File: src/rtl/bor_seq_pkg.sv
package bor_seq_pkg;

  typedef enum logic [1:0] {
    ST_RUN  = 2'd0,
    ST_BOR  = 2'd1,
    ST_PWRT = 2'd2
  } borState_e;

  // strobes from control to datapath
  typedef struct packed {
    logic lowCount;   // qualified low sample in run state
    logic pwrtRun;    // hold-off timer advances
    logic flagClear;  // brown-out entry this cycle
  } borStrobe_t;

  localparam logic [1:0] MODE_OFF   = 2'b00;
  localparam logic [1:0] MODE_SOFT  = 2'b01;
  localparam logic [1:0] MODE_SLEEP = 2'b10;
  localparam logic [1:0] MODE_ON    = 2'b11;

endpackage

File: src/rtl/bor_seq_ctrl.sv
module bor_seq_ctrl
  import bor_seq_pkg::*;
(
  input  logic       clk,
  input  logic       porIn,
  input  logic       supplyLow,
  input  logic [1:0] enCfg,
  input  logic       swEnable,
  input  logic       sleepMode,
  input  logic       pwrtEnable,
  input  logic       lowDone,
  input  logic       pwrtDone,
  output borStrobe_t strobe,
  output borState_e  state,
  output logic       detectOn,
  output logic       swEnableRd
);

  borState_e stNext;
  logic      dipSeen;

  always_comb begin
    unique case (enCfg)
      MODE_OFF:   detectOn = 1'b0;
      MODE_SOFT:  detectOn = swEnable;
      MODE_SLEEP: detectOn = !sleepMode;
      default:    detectOn = 1'b1;
    endcase
  end

  assign swEnableRd = (enCfg == MODE_SOFT) && swEnable;
  assign dipSeen    = supplyLow && detectOn;

  always_comb begin
    stNext = state;
    unique case (state)
      ST_RUN:  if (lowDone) stNext = ST_BOR;
      ST_BOR:  if (!supplyLow) stNext = pwrtEnable ? ST_PWRT : ST_RUN;
      ST_PWRT: begin
        if (dipSeen)       stNext = ST_BOR;
        else if (pwrtDone) stNext = ST_RUN;
      end
      default: stNext = ST_RUN;
    endcase
  end

  always_comb begin
    strobe.lowCount  = (state == ST_RUN) && dipSeen;
    strobe.pwrtRun   = (state == ST_PWRT) && !dipSeen;
    strobe.flagClear = ((state == ST_RUN) && lowDone) ||
                       ((state == ST_PWRT) && dipSeen);
  end

  always_ff @(posedge clk or posedge porIn) begin
    if (porIn) state <= ST_RUN;
    else       state <= stNext;
  end

  // mode off never enters brown-out from run
  a_r1_off_no_trip: assert property (@(posedge clk) disable iff (porIn)
    (enCfg == MODE_OFF && state == ST_RUN) |=> state != ST_BOR);

  // reset held while supply still low
  a_r6_hold_low: assert property (@(posedge clk) disable iff (porIn)
    (state == ST_BOR && supplyLow) |=> state == ST_BOR);

  // dip during hold-off returns to brown-out at once
  a_r8_dip_restart: assert property (@(posedge clk) disable iff (porIn)
    (state == ST_PWRT && supplyLow && detectOn) |=> state == ST_BOR);

  // without the timer, recovery goes straight to run
  a_r7_no_timer: assert property (@(posedge clk) disable iff (porIn)
    (state == ST_BOR && !supplyLow && !pwrtEnable) |=> state == ST_RUN);

endmodule

File: src/rtl/bor_seq_datapath.sv
module bor_seq_datapath
  import bor_seq_pkg::*;
#(
  parameter int FILT_CYCLES = 4,
  parameter int PWRT_CYCLES = 16
) (
  input  logic       clk,
  input  logic       porIn,
  input  borStrobe_t strobe,
  input  logic       flagSet,
  output logic       lowDone,
  output logic       pwrtDone,
  output logic       borFlag
);

  localparam int LW = $clog2(FILT_CYCLES + 1);
  localparam int PW = $clog2(PWRT_CYCLES + 1);
  localparam logic [LW-1:0] LOW_LAST  = LW'(FILT_CYCLES - 1);
  localparam logic [PW-1:0] PWRT_LAST = PW'(PWRT_CYCLES - 1);

  logic [LW-1:0] lowCnt;
  logic [PW-1:0] pwrtCnt;

  assign lowDone  = strobe.lowCount && (lowCnt == LOW_LAST);
  assign pwrtDone = strobe.pwrtRun && (pwrtCnt == PWRT_LAST);

  always_ff @(posedge clk or posedge porIn) begin
    if (porIn) begin
      lowCnt  <= '0;
      pwrtCnt <= '0;
      borFlag <= 1'b0;
    end else begin
      lowCnt  <= (strobe.lowCount && !lowDone) ? lowCnt + 1'b1 : '0;
      pwrtCnt <= (strobe.pwrtRun && !pwrtDone) ? pwrtCnt + 1'b1 : '0;
      if (strobe.flagClear) borFlag <= 1'b0;
      else if (flagSet)     borFlag <= 1'b1;
    end
  end

  // brown-out entry leaves the flag cleared
  a_r9_flag_cleared: assert property (@(posedge clk) disable iff (porIn)
    strobe.flagClear |=> !borFlag);

  // filter count stays below its limit
  a_r5_filter_bound: assert property (@(posedge clk) disable iff (porIn)
    lowCnt < LW'(FILT_CYCLES));

  // hold-off count stays below its limit
  a_r7_pwrt_bound: assert property (@(posedge clk) disable iff (porIn)
    pwrtCnt < PW'(PWRT_CYCLES));

endmodule

File: src/rtl/bor_sequencer.sv
module bor_sequencer
  import bor_seq_pkg::*;
#(
  parameter int FILT_CYCLES = 4,
  parameter int PWRT_CYCLES = 16
) (
  input  logic       clk,
  input  logic       porIn,
  input  logic       supplyLow,
  input  logic [1:0] enCfg,
  input  logic       swEnable,
  input  logic       sleepMode,
  input  logic       pwrtEnable,
  input  logic       flagSet,
  output logic       borReset,
  output logic       pwrtActive,
  output logic       devReset,
  output logic       borFlag,
  output logic       swEnableRd
);

  borStrobe_t strobe;
  borState_e  state;
  logic       lowDone, pwrtDone, detectOn;

  bor_seq_ctrl u_ctrl (
    .clk(clk), .porIn(porIn), .supplyLow(supplyLow), .enCfg(enCfg),
    .swEnable(swEnable), .sleepMode(sleepMode), .pwrtEnable(pwrtEnable),
    .lowDone(lowDone), .pwrtDone(pwrtDone), .strobe(strobe),
    .state(state), .detectOn(detectOn), .swEnableRd(swEnableRd)
  );

  bor_seq_datapath #(.FILT_CYCLES(FILT_CYCLES), .PWRT_CYCLES(PWRT_CYCLES)) u_dp (
    .clk(clk), .porIn(porIn), .strobe(strobe), .flagSet(flagSet),
    .lowDone(lowDone), .pwrtDone(pwrtDone), .borFlag(borFlag)
  );

  assign borReset   = (state == ST_BOR);
  assign pwrtActive = (state == ST_PWRT);
  assign devReset   = borReset || pwrtActive;

  // sleep suspends detection in mode 10
  a_r3_sleep_off: assert property (@(posedge clk) disable iff (porIn)
    (enCfg == MODE_SLEEP && sleepMode) |-> !detectOn);

  // readback is zero outside mode 01
  a_r2_readback: assert property (@(posedge clk) disable iff (porIn)
    (enCfg != MODE_SOFT) |-> !swEnableRd);

endmodule

File: config.mk
export PLATFORM = sky130hd
export DESIGN_NAME = bor_sequencer
export DESIGN_NICKNAME = d
export VERILOG_FILES = /design/src/rtl/bor_seq_pkg.sv /design/src/rtl/bor_seq_ctrl.sv /design/src/rtl/bor_seq_datapath.sv /design/src/rtl/bor_sequencer.sv
export SDC_FILE = /design/constraint.sdc
export NUM_CORES = 1
export LEC_CHECK = 0
export BUFFER_PORTS_ARGS = -buffer_cell sky130_fd_sc_hd__buf_2
export CORE_AREA = 4 4 41 43
export CTS_CLUSTER_SIZE = 8
export DETAILED_ROUTE_END_ITERATION = 6
export DIE_AREA = 0 0 45 47
export HOLD_SLACK_MARGIN = 0.1
export PLACE_DENSITY_LB_ADDON = 0.05
export SLEW_MARGIN = 20
export SYNTH_ARGS = -nofsm -noshare
export SYNTH_HDL_FRONTEND = slang
export SYNTH_SLANG_ARGS = --single-unit
File: constraint.sdc
create_clock -name clk -period 2.7 [get_ports clk]
set_clock_uncertainty 0.1 [all_clocks]
set_input_delay 0.27 -clock clk [delete_from_list [all_inputs] [get_ports clk]]
set_output_delay 0.27 -clock clk [all_outputs]
set_load 0.03 [all_outputs]
==> flow_metrics.env <==
export IMPL_drc=0
export IMPL_cpLargestDelayFamily="simple AND/OR/NAND/NOR gates"
export IMPL_vdd_drop_max_uv=436
export IMPL_cts_sinks=11
export IMPL_pin_count=14
export IMPL_grt_pass1_vias=432
export IMPL_fin_nets=91
export IMPL_cts_tree="built"
export IMPL_path_cells="ha_1 -> and3_1 -> ha_1 -> nor2b_4 -> or2_0 -> a221o_1 -> mux2_4"
export IMPL_clock_latency_ns=0.27
export IMPL_die_w_microns=45
export IMPL_ys_ff_latch=11
export IMPL_status="completed"
export IMPL_finish_utilization_pct=54.8
export IMPL_synth_nets=72
export IMPL_finalMaxSlewViolations=0
export IMPL_die_area_sq_um=2120
export IMPL_rows=13
export IMPL_timing_hold_violations_final=0
export IMPL_synth_xor_area_share_pct=2.95
export IMPL_worstMarginPinSlew_ns=0.411
export IMPL_cap_violations=0
export IMPL_route_vias_total=423
export IMPL_numCtsBuffers=3
export IMPL_post_cts_resized=0
export IMPL_grt_pass1_wl_mm=1.80
export IMPL_first_pass_iters=1
export IMPL_yosysWarnings=0
export IMPL_synth_simple_area_share_pct=17.9
export IMPL_dp_hpwl_microns=789
export IMPL_drt_vias_per_instance=4.81
export IMPL_hold_path_class="primary input to register"
export IMPL_setup_viol=0
export IMPL_slew_headroom_pct=72.4
export IMPL_clk_path_buf_depth=2
export IMPL_ys_types=24
export IMPL_critical_path_max_fanout=3
export IMPL_io_buffers=13
export IMPL_cpMostUsedCell="ha_1"
export IMPL_track_usage_pct=12.4
export IMPL_synthMuxAreaShare_pct=4.22
export IMPL_n_antenna_cell=0
export IMPL_post_place_ws_ns=0.673
export IMPL_cellPowerDensity_nw_per_um2=873
export IMPL_placed_area_sq_um=677
export IMPL_required_ns=2.76
export IMPL_routed_wl_mm=1.02
export IMPL_crit_slowest_cell="dfrtp_1"
export IMPL_die_h_microns=47
export IMPL_period_share_pct=75.1
export IMPL_htree_levels=1
export IMPL_cts_root_buf="clkbuf_4"
export IMPL_worstRegToRegCells=7
export IMPL_endpoint_kind="register"
export IMPL_wl_per_cell_microns=11.6
export IMPL_fin_ws_ns=0.673
export IMPL_max_stage_delay_ns=0.37
export IMPL_antenna_left=0
export IMPL_layout_commonest_cell="buf_2"
export IMPL_rsz0062_at_grt="no"
export IMPL_areaGrowthSynthToFinish_pct=20.3
export IMPL_design_area_sq_um=713
export IMPL_clk_pin_slew_ns=0.07
export IMPL_start_kind="register"
export IMPL_whs_path_depth=2
export IMPL_syn_cell_area_sq_um=593
export IMPL_grt_max_degree=12
export IMPL_crit_type="register to register"
export IMPL_finalPower_w=0.000622
export IMPL_initial_core_util_pct=45.6
export IMPL_fillers=128
export IMPL_layout_common_cells="13 x buf_2, 11 x dfrtp_1, 8 x nor2_1, 8 x ha_1, 7 x inv_1"
export IMPL_synth_top_family_by_area="simple AND/OR/NAND/NOR gates"
export IMPL_leakage_nw=0.378
export IMPL_gp_congestion=0.798
export IMPL_grt_overflow=0
export IMPL_ys_seq_area_share_pct=46.4
export IMPL_synthCells=55
export IMPL_fin_tns_setup_ns=0
export IMPL_core_area_sq_um=1300
export IMPL_synth_compound_area_share_pct=7.17
export IMPL_syn_avg_cell_area_sq_um=10.8
export IMPL_cp_depth=7
export IMPL_antenna_found_initial=0
export IMPL_post_route_min_period_ns=2.03
export IMPL_maxClockFrequency_mhz=493
export IMPL_drtIter0Drc=0
export IMPL_cp_arrival_ns=2.09
export IMPL_synth_adder_area_share_pct=16.9
export IMPL_drive_above_1_share_pct=24.7
export IMPL_crit_buf_inv=0
## kinds of logic after synthesis
family / count (synthesis)
flip-flops: 11
XOR/XNOR: 2
adder cells (fa/ha/maj): 8
AND/OR/NAND/NOR: 19
AO/OA/AOI/OAI: 6
multiplexers: 2
buffers and inverters: 7
## state kept, by name (all words and copies together), names as in the netlist
name / cells
u_dp.pwrtCnt: 5
u_dp.lowCnt: 3
u_ctrl.state: 2
u_dp.borFlag: 1
## what timing repair did
item / in CTS / in global routing
hold buffers: 1 / 0
setup endpoints to repair: 0 / 0
hold endpoints to repair: 11 / 0
buffers inserted: 0 / 0
## through the flow
stage / hold slack (ns) / cells
6_report: 0.131 / 88
5_1_grt: 0.137 / 88
4_1_cts: 0.126 / 88
3_5_place_dp: 0.181 / 83
3_3_place_gp: 0.189 / 83
2_1_floorplan: 0.0224 / 55
## path summary, 6_finish.rpt
kind,start,slack (ns),end
min in group asynchronous,porIn,0.42,u_dp.lowCnt[1]
max in group asynchronous,porIn,1.79,u_dp.pwrtCnt[4]
worst min-delay path,flagSet,0.13,u_dp.borFlag
worst max-delay path,u_dp.pwrtCnt[0],0.67,u_ctrl.state[0]
worst max register to register,u_dp.pwrtCnt[0],0.67,u_ctrl.state[0]
worst min register to register,u_dp.lowCnt[0],0.34,u_dp.lowCnt[0]
## worst reg2reg max path, stage by stage, from the launching register on
cell     delay (ns)
dfrtp_1        0.37
ha_1           0.18
and3_1         0.17
ha_1           0.18
nor2b_4        0.05
or2_0          0.19
a221o_1        0.37
mux2_4         0.31
## cell usage after synthesis
cell      count  area share [%]
xor2_1        1             1.5
and3b_1       1             1.5
dfrtp_1      11              46
mux2_4        1             2.5
ha_1          8              17
nand2_1       1            0.63
and3_1        2             2.1
o22a_1        1             1.5
mux2i_1       1             1.7
nand2b_1      1             1.1
a21oi_1       1            0.84
or2_0         1             1.1
nand3_1       1            0.84
nor2b_4       1             2.3
or3_1         1             1.1
a221o_1       1             1.7
o21ai_1       1            0.84
o22ai_1       1             1.1
xnor2_1       1             1.5
nand3b_1      1             1.3
nor2b_1       1             1.1
o21a_1        1             1.3
inv_1         7             4.4
nor2_1        8             5.1
## layout make-up
class | count | area [sq um] | share of cell area, %
Multi-Input combinational cell | 37 | 292 | 40.9
Sequential cell | 11 | 275 | 38.6
Timing Repair Buffer | 14 | 75.1 | 10.5
Clock buffer | 4 | 26.3 | 3.68
Inverter | 7 | 26.3 | 3.68
Tap cell | 15 | 18.8 | 2.63
## report_power, final
part,internal (W),switching [W]
Combinational,0.000123,0.000177
Clock,0.0000573,0.0000561
Sequential,0.000190,0.0000195
Total,0.000370,0.000252
## layer usage
metal	global-route usage, %	up-vias	routed length, microns
li1	-	218	-
met1	15.7	187	468
met2	18.4	15	436
met3	3.45	3	90
met4	8.77	0	25
met5	0	-	0
Note: power is estimated with default switching activity, not from simulation.
